[src/rtl/girq_pkg.sv]
package girq_pkg;

  localparam int unsigned WORD_BITS = 32;

  // encoding is {select, invert}
  typedef enum logic [1:0] {
    TRIG_RISE = 2'b00,
    TRIG_FALL = 2'b01,
    TRIG_LOW  = 2'b10,
    TRIG_HIGH = 2'b11
  } trig_mode_e;

  function automatic logic trig_hit(trig_mode_e mode, logic cur, logic prev, logic armed);
    case (mode)
      TRIG_RISE: trig_hit = armed & ~prev &  cur;
      TRIG_FALL: trig_hit = armed &  prev & ~cur;
      TRIG_LOW:  trig_hit = ~cur;
      default:   trig_hit = cur;
    endcase
  endfunction

endpackage

[src/rtl/girq_detect.sv]
module girq_detect #(
  parameter int NUM_PINS = 95
) (
  input  logic                clk_i,
  input  logic                rst_i,
  input  logic [NUM_PINS-1:0] lvl_i,
  input  logic [NUM_PINS-1:0] sel_i,
  input  logic [NUM_PINS-1:0] inv_i,
  output logic [NUM_PINS-1:0] evt_o
);
  import girq_pkg::*;

  logic [NUM_PINS-1:0] prev_q;
  logic                armed_q;

  always_ff @(posedge clk_i) begin
    if (rst_i) begin
      prev_q  <= '0;
      armed_q <= 1'b0;
    end else begin
      prev_q  <= lvl_i;
      armed_q <= 1'b1;
    end
  end

  for (genvar p = 0; p < NUM_PINS; p++) begin : g_pin
    assign evt_o[p] = trig_hit(trig_mode_e'({sel_i[p], inv_i[p]}),
                               lvl_i[p], prev_q[p], armed_q);
  end

endmodule

[src/rtl/girq_regs.sv]
module girq_regs #(
  parameter int NUM_PINS = 95,
  parameter int WORD_W   = 32,
  localparam int NUM_WORDS = (NUM_PINS + WORD_W - 1) / WORD_W,
  localparam int IDX_W     = (NUM_WORDS > 1) ? $clog2(NUM_WORDS) : 1,
  localparam int ADDR_W    = IDX_W + 1,
  localparam int TOT_W     = NUM_WORDS * WORD_W
) (
  input  logic                clk_i,
  input  logic                rst_i,
  input  logic [NUM_PINS-1:0] evt_i,
  input  logic                wr_i,
  input  logic                rd_i,
  input  logic [ADDR_W-1:0]   addr_i,
  input  logic [WORD_W-1:0]   wdata_i,
  output logic [WORD_W-1:0]   rdata_o,
  output logic [TOT_W-1:0]    stat_q_o,
  output logic [TOT_W-1:0]    en_q_o,
  output logic [TOT_W-1:0]    stat_d_o,
  output logic [TOT_W-1:0]    en_d_o
);

  logic [TOT_W-1:0]  stat_q, en_q, stat_d, en_d;
  logic [WORD_W-1:0] stat_word [NUM_WORDS];
  logic [WORD_W-1:0] en_word   [NUM_WORDS];
  logic              kind_en;
  logic [IDX_W-1:0]  idx;
  logic              idx_ok;

  assign kind_en = addr_i[ADDR_W-1];
  assign idx     = addr_i[IDX_W-1:0];
  assign idx_ok  = ({1'b0, idx} < (IDX_W+1)'(NUM_WORDS));

  for (genvar w = 0; w < NUM_WORDS; w++) begin : g_word
    logic hit;
    assign hit = wr_i && (idx == IDX_W'(w));
    for (genvar b = 0; b < WORD_W; b++) begin : g_bit
      localparam int P = w * WORD_W + b;
      if (P < NUM_PINS) begin : g_live
        logic clr;
        assign clr       = hit & ~kind_en & wdata_i[b];
        assign stat_d[P] = (stat_q[P] & ~clr) | evt_i[P];
        assign en_d[P]   = (hit & kind_en) ? wdata_i[b] : en_q[P];
      end else begin : g_pad
        assign stat_d[P] = 1'b0;
        assign en_d[P]   = 1'b0;
      end
    end
    assign stat_word[w] = stat_q[w*WORD_W +: WORD_W];
    assign en_word[w]   = en_q[w*WORD_W +: WORD_W];
  end

  always_ff @(posedge clk_i) begin
    if (rst_i) begin
      stat_q <= '0;
      en_q   <= '0;
    end else begin
      stat_q <= stat_d;
      en_q   <= en_d;
    end
  end

  always_ff @(posedge clk_i) begin
    if (rst_i) begin
      rdata_o <= '0;
    end else if (rd_i) begin
      if (!idx_ok)      rdata_o <= '0;
      else if (kind_en) rdata_o <= en_word[idx];
      else              rdata_o <= stat_word[idx];
    end
  end

  assign stat_q_o = stat_q;
  assign en_q_o   = en_q;
  assign stat_d_o = stat_d;
  assign en_d_o   = en_d;

endmodule

[src/rtl/girq_agg.sv]
module girq_agg #(
  parameter int TOT_W = 96
) (
  input  logic             clk_i,
  input  logic             rst_i,
  input  logic [TOT_W-1:0] stat_d_i,
  input  logic [TOT_W-1:0] en_d_i,
  output logic             irq_o
);

  always_ff @(posedge clk_i) begin
    if (rst_i) irq_o <= 1'b0;
    else       irq_o <= |(stat_d_i & en_d_i);
  end

endmodule

[src/rtl/girq_ctrl.sv]
module girq_ctrl #(
  parameter int NUM_PINS = 95,
  parameter int WORD_W   = girq_pkg::WORD_BITS,
  localparam int NUM_WORDS = (NUM_PINS + WORD_W - 1) / WORD_W,
  localparam int IDX_W     = (NUM_WORDS > 1) ? $clog2(NUM_WORDS) : 1,
  localparam int ADDR_W    = IDX_W + 1,
  localparam int TOT_W     = NUM_WORDS * WORD_W
) (
  input  logic                clk_i,
  input  logic                rst_i,
  input  logic [NUM_PINS-1:0] pin_lvl_i,
  input  logic [NUM_PINS-1:0] trig_sel_i,
  input  logic [NUM_PINS-1:0] trig_inv_i,
  input  logic                bus_wr_i,
  input  logic                bus_rd_i,
  input  logic [ADDR_W-1:0]   bus_addr_i,
  input  logic [WORD_W-1:0]   bus_wdata_i,
  output logic [WORD_W-1:0]   bus_rdata_o,
  output logic                irq_o
);

  logic [NUM_PINS-1:0] evt_w;
  logic [TOT_W-1:0]    stat_w, en_w, stat_nx, en_nx;

  girq_detect #(.NUM_PINS(NUM_PINS)) u_detect (
    .clk_i (clk_i),
    .rst_i (rst_i),
    .lvl_i (pin_lvl_i),
    .sel_i (trig_sel_i),
    .inv_i (trig_inv_i),
    .evt_o (evt_w)
  );

  girq_regs #(.NUM_PINS(NUM_PINS), .WORD_W(WORD_W)) u_regs (
    .clk_i    (clk_i),
    .rst_i    (rst_i),
    .evt_i    (evt_w),
    .wr_i     (bus_wr_i),
    .rd_i     (bus_rd_i),
    .addr_i   (bus_addr_i),
    .wdata_i  (bus_wdata_i),
    .rdata_o  (bus_rdata_o),
    .stat_q_o (stat_w),
    .en_q_o   (en_w),
    .stat_d_o (stat_nx),
    .en_d_o   (en_nx)
  );

  girq_agg #(.TOT_W(TOT_W)) u_agg (
    .clk_i    (clk_i),
    .rst_i    (rst_i),
    .stat_d_i (stat_nx),
    .en_d_i   (en_nx),
    .irq_o    (irq_o)
  );

endmodule

[config.mk]
export PLATFORM = sky130hd
export DESIGN_NAME = girq_ctrl
export DESIGN_NICKNAME = d
export VERILOG_FILES = /design/src/rtl/girq_pkg.sv /design/src/rtl/girq_detect.sv /design/src/rtl/girq_regs.sv /design/src/rtl/girq_agg.sv /design/src/rtl/girq_ctrl.sv
export SDC_FILE = /design/constraint.sdc
export NUM_CORES = 1
export LEC_CHECK = 0
export CORE_ASPECT_RATIO = 1.4
export CORE_MARGIN = 4
export CORE_UTILIZATION = 35
export CTS_CLUSTER_DIAMETER = 100
export CTS_CLUSTER_SIZE = 40
export DETAILED_ROUTE_END_ITERATION = 10
export DONT_BUFFER_PORTS = 1
export GPL_TIMING_DRIVEN = 0
export PLACE_DENSITY = 0.59
export SYNTH_ARGS = -nofsm -noshare
export SYNTH_HDL_FRONTEND = slang
export SYNTH_SLANG_ARGS = --single-unit
[constraint.sdc]
create_clock -name clk_i -period 4.1 [get_ports clk_i]
set_clock_uncertainty 0.2 [all_clocks]
set_input_delay 0.615 -clock clk_i [delete_from_list [all_inputs] [get_ports clk_i]]
set_output_delay 0.615 -clock clk_i [all_outputs]
set_load 0.02 [all_outputs]
-- After elaboration in Yosys (flattened, before gate mapping)
Cells that the tools add are included.
- bits of input ports: 324
- bits in registers: 321
- reduce and logical (&&, ||, !) cells: 100
- eq/ne operators: 192
- order comparisons: 2
- bitwise logic cells: 959
- multiplexer cells: 199
- operators by type and width (operator ; number):
    1-bit bitwise AND ; 576
    1-bit NOT ; 286
    1-bit case mux with 3 select lines ; 95
    2-bit by 1-bit == test with 1-bit output, second input constant ; 96
    2-bit == test, second input constant ; 96
    2-bit zero test ; 96
    32-bit two-way mux ; 6
    32-bit binary-select mux with 2-bit select ; 2
    1-bit two-way mux ; 96
    96-bit OR reduction ; 1
    95-bit bitwise AND ; 1
    1-bit OR ; 95
    3-bit greater-or-equal comparator, second input constant ; 1
    1-bit logical AND ; 3
    2-bit NOT with 3-bit output ; 1
    2-bit less-than comparator, second input constant ; 1

-- Longest topological paths before layout
Gate-level depths: netlist of run 1.
- depth after elaboration: 9
- depth in mapped cells: 10
- depth with buffers taken out: 7

-- Hierarchy
Synthesis of run 1 repeated with hierarchy kept, for this count alone.
- cells, all modules: 2054
- area, all modules: 18052.3 sq um
- modules (own cells, without submodules) (module ; cells an instance ; times used ; area an instance (sq um)):
    girq_regs ; 1206 ; 1 ; 10796.6
    girq_detect ; 783 ; 1 ; 6737.7
    girq_agg ; 65 ; 1 ; 518.0

-- Least setup slack after synthesis of run 1
OpenSTA, ideal clock, no wires.
- path kind: input -> register
- start: input bus_addr_i[0]
- end: register u_agg.irq_o
- stages on the path: 9
- path slack: 1.158 ns
- data arrival time: 2.602 ns
- path through: buf_2 > nor4bb_1 > clkbuf_1 > buf_2 > mux2_2 > a2111oi_2 > nand2_1 > nor4_1 > a41oi_1
- longest elaborated chain between the ends: 9
- elaborated cells on any way between the ends: 489
- those cells by class: 2 x eq/ne; 95 x mux; 387 x bitwise; 5 x reduce/logical
- RTL lines (item ; line ; source):
    from (decl) ; girq_ctrl.sv:16 ; input logic [ADDR_W-1:0] bus_addr_i,
    2-bit by 1-bit == test with 1-bit output (tied with other cells) ; girq_regs.sv:36 ; assign hit = wr_i && (idx == IDX_W'(w));
    1-bit logical AND ; girq_regs.sv:36 ;
    1-bit bitwise AND (2 in a row) ; girq_regs.sv:41 ; assign clr = hit & ~kind_en & wdata_i[b];
    1-bit NOT ; girq_regs.sv:42 ; assign stat_d[P] = (stat_q[P] & ~clr) | evt_i[P];
    1-bit bitwise AND ; girq_regs.sv:42 ;
    1-bit OR ; girq_regs.sv:42 ;
    95-bit bitwise AND (*) ; girq_agg.sv:13 ; else irq_o <= |(stat_d_i & en_d_i);
    96-bit OR reduction (*) ; girq_agg.sv:13 ;
    to (signal assigned) ; girq_agg.sv:13 ;
    to (decl) ; girq_agg.sv:8 ; output logic irq_o
Mark *: on every way between the ends. The rest lies on a longest branch, timed or not.
A chain may end at the register's enable or synchronous reset.

-- Worst setup path in the final report of run 1
- start: register u_detect.armed_q
- end: register u_agg.irq_o
- longest elaborated chain between the ends: 6
- elaborated cells on any way between the ends: 572
- those cells by class: 95 x mux; 476 x bitwise; 1 x reduce/logical
- RTL lines (item ; line ; source):
    from (decl) ; girq_detect.sv:14 ; logic armed_q;
    from (signal assigned) ; girq_detect.sv:19 ; armed_q <= 1'b0;
    from (signal assigned) ; girq_detect.sv:22 ; armed_q <= 1'b1;
    1-bit bitwise AND (on tied branches) (2 in a row) ; girq_pkg.sv:16, girq_pkg.sv:15 ;
    1-bit case mux with 3 select lines ; girq_pkg.sv:14 ; case (mode)
    1-bit OR ; girq_regs.sv:42 ;
    95-bit bitwise AND (*) ; girq_agg.sv:13 ;
    96-bit OR reduction (*) ; girq_agg.sv:13 ;
Marked as above.

==> reports/metrics.cfg, run 1 <==
[global_route]
antenna_found_initial=0
grt_pass1_vias=15086
grt_max_degree=41
grt_pass1_wl_um=106000
overflow=0
grt_use_total_pct=29.1

[timing]
max_slew.worst_pin.slew_ns=1.34
relSlewSlack_pct=10.8
finalSetupViolCount=0
fin_crit_ns=4.01
rsz0062_at_grt=false
finalCritPeriodShare_pct=97.9
hold_viol=0
slew_viol_final=0
setup_tns_ns=0
clock.fmax_mhz=249

[critical_path]
arrival_ns=4.23
worstSetupStartpointType=flop
cp_common_cell=clkbuf_1
cpLargestDelayFamily=simple AND/OR/NAND/NOR gates
worstPathRequired_ns=4.32
crit_chain=clkbuf_1, clkbuf_1, nor2b_1, o21ai_0, a31oi_1, nor4_1, nand4_1, nor3_1, a41oi_1
endpoint_kind=flop
path_max_fanout=10
cp_slowest_cell=nor4_1
worst_path_largest_cell_delay_ns=0.67
criticalPathCategory=flop to flop
cp.buffers_inverters=2

[floorplan]
placementRows=92
die_h_um=262
coreArea_sq_um=45400
fp.dieW_um=190
start_util_pct=35.6
num_io_pins=357
dieArea_sq_um=49700

[run_status]
status=completed

[logic_synthesis]
yosys.area_share.adder_pct=0
avgSynthCellArea_sq_um=8.59
synthCells=1879
synth-xor-area-share_pct=3.85
synth_edf_count=0
ys_seq_area_share_pct=39.6
syn_nets=2203
synth_compound_area_share_pct=19.0
synthArstFlopShare_pct=0
muxShareOfSynthArea_pct=9.45
yosysUniqueCellTypes=48
synth_top_family_by_area=simple AND/OR/NAND/NOR gates
yosys_warnings=0
netlist_area_sq_um=16100
ys.flop_type=dfxtp_1
synthSimpleGateAreaFrac_pct=24.7
yosys_register_bits=319

[pwr]
p_total_mw=6.61
p_leak_nw=6.75
powerDensity_nw_per_um2=358
ir_drop_v=0.000374

[cts]
cts_sinks=319
cts_buffer_depth=3
cts_tree=done
clk_pin_slew_ns=0.16
cts-buffers-inserted=15
clk_latency_ns=0.56
cts_root_buf=clkbuf_16
h-tree-depth=1

[place]
place_hpwl_um=59100
port_buffers=0
gp_congestion=0.970

[finish]
final_nets=2320
area_delta_synth_final_pct=14.5
multi_input_area_sq_um=9210
n_antenna_cell=0
final_common_cell=dfxtp_1
drive_above_1_share_pct=3.74
seq_area_sq_um=6390
fillCellCount=4617
layout_common_cells=dfxtp_1 (319), a31oi_1 (175), nor2_1 (165), o21ai_0 (164), mux2i_1 (149)

[drt]
wl_per_cell_um=29.3
avgViaCountPerCell=5.99
first_pass_iters=6
routed-via-count=15663
top_layer_used=met4
wl_met1_um=30700
route.antenna.remaining_nets=0
routed-wl-met3_um=7320
drc_errors=0
wl_met2_um=35400
routed_wirelength_um=76600
drtIter0Drc=1564

[job]
drv_cap=0

[hold_path]
min_path_type=input port to flop

-- synthesized netlist by cell type, types with 3 or more instances --
cell type  instances  area share (%)
nand3_1           25            0.78
o21ai_0          164             5.1
nand3b_1          61             2.8
buf_1             16            0.37
nor2b_1          137             5.3
nor3b_1           42             2.0
buf_2             12            0.37
or3b_2            22             1.2
a221oi_1           3            0.16
o211ai_1          31             1.4
a211o_1           17            0.92
nor4_1            19            0.74
mux2i_1          149             9.2
xnor2_1           71             3.9
a31oi_1          175             6.8
nor3_1             3           0.093
a21oi_1           71             2.2
nand2b_1          60             2.3
nor2_1           165             3.8
clkbuf_1          73             1.7
and3b_1           41             2.2
inv_1             34            0.79
dfxtp_1          319              40
o22ai_1            3            0.12
o21ai_1            5            0.16
nand2_1          103             2.4
a32oi_1           31             1.7
-- cells by family (layout without fill, tap and decap cells) --
group | after synthesis | in the layout
AOI/OAI and AO/OA | 506 | 506
muxes | 151 | 151
DFF | 319 | 319
buffers and inverters | 138 | 264
and+or+nand+nor | 694 | 694
xor gates and xnor gates | 71 | 71
-- through the flow --
| step | hold slack, ns | area [sq um] | cells | utilization, % | setup slack [ns] |
|---|---|---|---|---|---|
| 6_report | 0.00760 | 18500 | 2616 | 40.7 | 0.0868 |
| 3_5_place_dp | 0.292 | 16900 | 2490 | 37.3 | -0.516 |
| 3_3_place_gp | 0.282 | 16900 | 2490 | 37.3 | -0.454 |
| 5_1_grt | 0.00298 | 18500 | 2616 | 40.7 | 0.121 |
| 2_1_floorplan | 0.263 | 16100 | 1879 | - | 1.16 |
| 4_1_cts | 0.0000158 | 18500 | 2616 | 40.7 | 0.143 |
-- cell type report --
class,instances,share of cell area (%)
multi-input combinational,1422,49.8
buffer,103,2.28
clock buffer,15,2.03
clock inverter,11,1.04
timing repair buffer,100,5.42
sequential,319,34.6
inverter,35,0.711
tap,611,4.14
-- what timing repair did --
item	in CTS	in global routing
hold buffers	100	0
endpoints found under the hold margin	101	0
endpoints found under the setup margin	1	0
gates resized for setup	3	0
setup buffers	0	0
-- routing by layer --
layer,vias to the layer above,track usage [%]
li1,7037,-
met1,7661,37.1
met2,832,48.4
met3,133,6.23
met4,0,11.2
met5,-,0
-- registers in the layout, indices dropped and copies added, names as in the netlist --
signal            flops
u_detect.armed_q      1
u_detect.prev_q      95
u_regs.en_q_o        95
u_regs.rdata_o       32
u_agg.irq_o           1
u_regs.stat_q_o      95
-- where the power goes --
group | switching (mW) | internal (mW) | leakage [nW]
Clock | 1.34 | 0.780 | 0.269
Combinational | 0.658 | 0.433 | 3.85
Sequential | 0.128 | 3.28 | 2.63
-- worst paths after layout --
kind | endpoint | start | depth (start not counted) | slack (ns)
max | u_agg.irq_o | u_detect.armed_q | 9 | 0.09
min reg2reg | u_regs.en_q_o[58] | u_regs.en_q_o[58] | 2 | 0.33
min | u_regs.en_q_o[0] | bus_wdata_i[0] | 2 | 0.008
max reg2reg | u_agg.irq_o | u_detect.armed_q | 9 | 0.09
No activity file was read; power rests on OpenSTA's default activity.
==> run 2, diff against run 1 <==
--- a/config.mk
+++ b/config.mk
@@ -14,6 +14,7 @@
 export DONT_BUFFER_PORTS = 1
 export GPL_TIMING_DRIVEN = 0
 export PLACE_DENSITY = 0.59
+export SETUP_SLACK_MARGIN = 0.15
 export SYNTH_ARGS = -nofsm -noshare
 export SYNTH_HDL_FRONTEND = slang
 export SYNTH_SLANG_ARGS = --single-unit
==> run 2 against run 1 <==
Net effect: total power barely moved; combinational power barely moved; critical endpoint unchanged; flip-flop and latch count did not move.
==> reports/metrics.cfg, run 2 (same netlist as run 1, synthesis figures left out) <==
[critical_path]
worstSetupStartpointType=flop  ; unchanged
endpoint_kind=flop  ; unchanged
arrival_ns=4.09  ; was 4.23 ns
criticalPathCategory=flop to flop  ; unchanged
reg2reg_depth=9  ; unchanged
worstPathRequired_ns=4.31  ; was 4.32 ns
path_max_fanout=10  ; unchanged

[global_route]
grt_use_total_pct=29.1  ; unchanged
overflow=0  ; unchanged
grt_pass1_wl_um=106000  ; unchanged
grt_pass1_vias=15086  ; unchanged
grt_max_degree=41  ; unchanged
antenna_found_initial=0  ; unchanged

[pwr]
switching_share_pct=32.1  ; about the same
powerDensity_nw_per_um2=358  ; about the same
ir_drop_v=0.000374  ; about the same
share_comb_of_total_power_pct=16.5  ; about the same
power.net_switching_mw=2.12  ; about the same
clkPwrFrac_pct=32.0  ; about the same
power.share.sequential_pct=51.5  ; about the same
p_total_mw=6.61  ; about the same
p_leak_nw=6.75  ; about the same
intPower_mw=4.49  ; about the same

[finish]
final_core_util_pct=40.8  ; was 40.7%
final_nets=2320  ; unchanged
n_antenna_cell=0  ; unchanged
area_delta_synth_final_pct=14.5  ; about the same
final_common_cell=dfxtp_1  ; unchanged
fin_area_sq_um=18500  ; about the same
layout_common_cells=dfxtp_1 (319), a31oi_1 (175), nor2_1 (165), o21ai_0 (164), mux2i_1 (149)  ; unchanged
drive_above_1_share_pct=3.84  ; was 3.74%

[timing]
postLayoutSetupSlackWorst_ns=0.217  ; was 0.0868 ns
slew_viol_final=0  ; unchanged
finalCritPeriodShare_pct=94.7  ; was 97.9%
fin_crit_ns=3.88  ; was 4.01 ns
max_slew.worst_pin.slew_ns=1.31  ; was 1.34 ns
clock.fmax_mhz=258  ; was 249 MHz
rsz0062_at_grt=false  ; unchanged
relSlewSlack_pct=13.0  ; was 10.8%
hold_viol=0  ; unchanged
finalSetupViolCount=0  ; unchanged

[cts]
cts_root_buf=clkbuf_16  ; unchanged
cts_buffer_depth=3  ; unchanged
h-tree-depth=1  ; unchanged
cts_tree=done  ; unchanged
cts_sinks=319  ; unchanged
clk_latency_ns=0.56  ; about the same
cts_setup_buffers=0  ; unchanged
clk_pin_slew_ns=0.15  ; was 0.16 ns
cts-buffers-inserted=15  ; unchanged

[place]
gp_congestion=0.970  ; unchanged
placed_area_sq_um=16900  ; unchanged
port_buffers=0  ; unchanged
place_hpwl_um=59100  ; unchanged
pre_cts_ws_ns=-0.516  ; unchanged

[drt]
drc_errors=0  ; unchanged
first_pass_iters=7  ; was 6
avgViaCountPerCell=5.97  ; was 5.99
routed-via-count=15613  ; was 15663
routed_wirelength_um=76600  ; about the same
drtIter0Drc=1663  ; was 1564
wl_per_cell_um=29.3  ; about the same
route.antenna.remaining_nets=0  ; unchanged

[floorplan]
num_io_pins=357  ; unchanged
dieArea_sq_um=49700  ; unchanged
coreArea_sq_um=45400  ; unchanged
fp.dieW_um=190  ; unchanged
start_util_pct=35.6  ; unchanged
placementRows=92  ; unchanged
die_h_um=262  ; unchanged

[hold_path]
hold_depth=2  ; unchanged
min_path_type=input port to flop  ; unchanged

[job]
drv_cap=0  ; unchanged

[run_status]
status=completed  ; unchanged

[run 2: cell counts in the layout (fill, tap and decap cells not counted)]
Identical to the previous run, type by type.
[run 2: final timing paths]
path	from	to	slack, ns
max reg2reg	u_detect.armed_q	u_agg.irq_o	0.22
max	u_detect.armed_q	u_agg.irq_o	0.22
min reg2reg	u_regs.en_q_o[58]	u_regs.en_q_o[58]	0.33
min	bus_wdata_i[0]	u_regs.en_q_o[0]	0.01
[run 2: area by class of cell]
type                            count  area (sq um)
Buffer                            103           422
Fill cell                        4618         26900
Clock inverter                     11           191
Sequential cell                   319          6390
Tap cell                          611           764
Clock buffer                       15           375
Multi-Input combinational cell   1422          9210
Inverter                           35           131
Timing Repair Buffer              100          1000
[run 2: metrics by stage]
stage               TNS [ns]  hold slack, ns  std cells
floorplan                  0           0.263       1879
global placement      -0.454           0.282       2490
detailed placement    -0.516           0.292       2490
CTS                        0       0.0000158       2616
global route               0         0.00298       2616
finish                     0          0.0123       2616
[run 2: worst max-delay path, stage by stage, from the launching register on]
cell and delay (ns):
dfxtp_1 0.43, clkbuf_1 0.39, clkbuf_1 0.41, nor2b_1 0.24
o21ai_0 0.28, a31oi_1 0.22, nor4_1 0.69, nand4_1 0.23
nor3_2 0.41, a41oi_1 0.22
[run 2: what timing repair did]
item                                    4_1_cts  5_1_grt
resized for setup                             4        1
hold endpoints to repair                    101        0
gates cloned                                  0        0
hold buffers                                100        0
endpoints found under the setup margin        1        1
[run 2: power by group through the flow]
stage	sequential, mW	combinational, mW	clock (mW)
2_1_floorplan	3.42	0.653	0
3_3_place_gp	3.46	0.969	0
3_5_place_dp	3.46	0.984	0
4_1_cts	3.40	1.07	2.15
5_1_grt	3.41	1.16	2.23
6_report	3.40	1.09	2.12
[run 2: per-layer routing]
layer	track usage (%)	routed length, um	vias to the layer above	part of all wire [%]
met2	48.4	35400	825	46
met5	0	0	-	0
li1	-	-	7029	-
met1	37.1	30900	7622	40
met3	6.23	7040	137	9.2
met4	11.2	3310	0	4.3
==> run 3, diff against run 2 <==
--- a/config.mk
+++ b/config.mk
@@ -12,7 +12,6 @@
 export CTS_CLUSTER_SIZE = 40
 export DETAILED_ROUTE_END_ITERATION = 10
 export DONT_BUFFER_PORTS = 1
-export GPL_TIMING_DRIVEN = 0
 export PLACE_DENSITY = 0.59
 export SETUP_SLACK_MARGIN = 0.15
 export SYNTH_ARGS = -nofsm -noshare
==> run 3 against run 2 <==
Net effect: via count is 4.0% lower; fmax is 35% higher; hold slack better by 0.0051 ns; routed wire length is 17% lower; largest power group unchanged; critical path type unchanged.
==> reports/metrics.cfg, run 3 (same netlist as run 1, synthesis figures left out) <==
[run_status]
status=completed  ; unchanged

[floorplan]
num_io_pins=357  ; unchanged
start_util_pct=35.6  ; unchanged
placementRows=92  ; unchanged
fp.dieW_um=190  ; unchanged
die_h_um=262  ; unchanged
coreArea_sq_um=45400  ; unchanged
dieArea_sq_um=49700  ; unchanged

[finish]
n_antenna_cell=0  ; unchanged
final_common_cell=dfxtp_1  ; unchanged
stdcell_count=2584  ; was 2616
fillCellCount=4502  ; was 4618
final_core_util_pct=41.4  ; was 40.8%
area_delta_synth_final_pct=16.4  ; was 14.5%
layout_common_cells=dfxtp_1 (318), a31oi_1 (175), nor2_1 (165), o21ai_0 (164), dlygate4sd3_1 (154)  ; was dfxtp_1 (319), a31oi_1 (175), nor2_1 (165), o21ai_0 (164), mux2i_1 (149)
drive_above_1_share_pct=3.95  ; was 3.84%
final_nets=2289  ; was 2320

[cts]
clk_pin_slew_ns=0.15  ; about the same
cts_root_buf=clkbuf_16  ; unchanged
h-tree-depth=1  ; unchanged
cts_hold_buffers=156  ; was 100
cts_sinks=319  ; unchanged
cts_buffer_depth=3  ; unchanged
cts_tree=done  ; unchanged
cts-buffers-inserted=15  ; unchanged
cts_setup_buffers=0  ; unchanged
clk_latency_ns=0.55  ; was 0.56 ns
cts_resized=0  ; was 4

[global_route]
grt_pass1_vias=14406  ; was 15086
grt_pass1_wl_um=91500  ; was 106000 um
grt_use_total_pct=23.9  ; was 29.1%
grt_max_degree=183  ; was 41
overflow=0  ; unchanged
antenna_found_initial=0  ; unchanged

[critical_path]
cp.buffers_inverters=3  ; was 2
cp_common_cell=buf_4  ; was clkbuf_1
worst_path_largest_cell_delay_ns=0.60  ; was 0.69 ns
cp_slowest_cell=or4b_1  ; was nor4_1
reg2reg_depth=8  ; was 9
worstSetupStartpointType=flop  ; unchanged
endpoint_kind=flop  ; unchanged
crit_cells=8  ; was 9
criticalPathCategory=flop to flop  ; unchanged
cpLargestDelayFamily=simple AND/OR/NAND/NOR gates  ; unchanged
crit_chain=clkinv_1, buf_4, buf_4, o311a_1, o22ai_1, or4b_1, nor4_1, a41oi_1  ; was clkbuf_1, clkbuf_1, nor2b_1, o21ai_0, a31oi_1, nor4_1, nand4_1, nor3_2, a41oi_1
worstPathRequired_ns=4.31  ; about the same
arrival_ns=3.10  ; was 4.09 ns
path_max_fanout=11  ; was 10

[drt]
first_pass_iters=6  ; was 7
drtIter0Drc=1461  ; was 1663
route.antenna.remaining_nets=0  ; unchanged
avgViaCountPerCell=5.80  ; was 5.97
wl_per_cell_um=24.5  ; was 29.3 um
routed-via-count=14985  ; was 15613
drc_errors=0  ; unchanged
routed_wirelength_um=63300  ; was 76600 um

[hold_path]
min_path_type=input port to flop  ; unchanged
hold_depth=2  ; unchanged

[timing]
clock.fmax_mhz=346  ; was 258 MHz
finalSetupViolCount=0  ; unchanged
fin_crit_ns=2.89  ; was 3.88 ns
max_slew.worst_pin.slew_ns=1.15  ; was 1.31 ns
hold_viol=0  ; unchanged
hold_slack_ns=0.0174  ; was 0.0123 ns
rsz0062_at_grt=false  ; unchanged
slew_viol_final=0  ; unchanged
setup_tns_ns=0  ; unchanged
finalCritPeriodShare_pct=70.4  ; was 94.7%
relSlewSlack_pct=23.2  ; was 13.0%

[pwr]
powerDensity_nw_per_um2=341  ; was 358 nW/um^2
ir_drop_v=0.000424  ; was 0.000374 V
p_leak_nw=7.08  ; was 6.75 nW

[place]
placedCellCount=2403  ; was 2490
gp_congestion=0.918  ; was 0.970
place_hpwl_um=45700  ; was 59100 um
port_buffers=0  ; unchanged

[job]
drv_cap=0  ; unchanged

[run 3: metrics by stage]
step / worst slack [ns] / instance area (sq um) / power, mW
after CTS: 1.20 / 18800 / 6.45
after floorplan: 1.16 / 16100 / 4.07
final: 1.21 / 18800 / 6.40
after detailed placement: 0.806 / 16600 / 4.25
after global placement: 0.821 / 16600 / 4.23
after global routing: 1.15 / 18800 / 6.65
[run 3: final timing paths]
path / startpoint / slack, ns / to
max: u_detect.armed_q / 1.21 / u_agg.irq_o
min: bus_wdata_i[19] / 0.02 / u_regs.en_q_o[51]
max reg2reg: u_detect.armed_q / 1.21 / u_agg.irq_o
min reg2reg: u_regs.en_q_o[81] / 0.33 / u_regs.en_q_o[81]
[run 3: worst register-to-register path: stages, from the launching register on]
cell	delay, ns
dfxtp_2	0.36
clkinv_1	0.17
buf_4	0.28
buf_4	0.20
o311a_1	0.26
o22ai_1	0.14
or4b_1	0.60
nor4_1	0.35
a41oi_1	0.18
[run 3: layout make-up]
cell class              instances  area (sq um)  area share [%]
multi-input cells            1422          9240            49.2
flip-flops and latches        319          6390            34.0
repair buffers                172          1710            9.10
well taps                     611           764            4.07
clock buffers                  16           379            2.02
clock inverters                 9           173           0.919
inverters                      35           131           0.699
[run 3: report_power, final]
group | leakage [nW] | switching, mW | total (mW) | internal (mW)
Sequential | 2.63 | 0.120 | 3.39 | 3.27
Combinational | 4.20 | 0.511 | 0.971 | 0.460
Clock | 0.253 | 1.27 | 2.04 | 0.766
Total | 7.08 | 1.90 | 6.40 | 4.50
[run 3: layer usage]
metal	part of all wire, %	track usage (%)	vias to the layer above
li1	-	-	6950
met1	41	31.2	7279
met2	45	38.4	660
met3	8.7	5.47	96
met4	4.4	9.75	0
met5	0	0	-
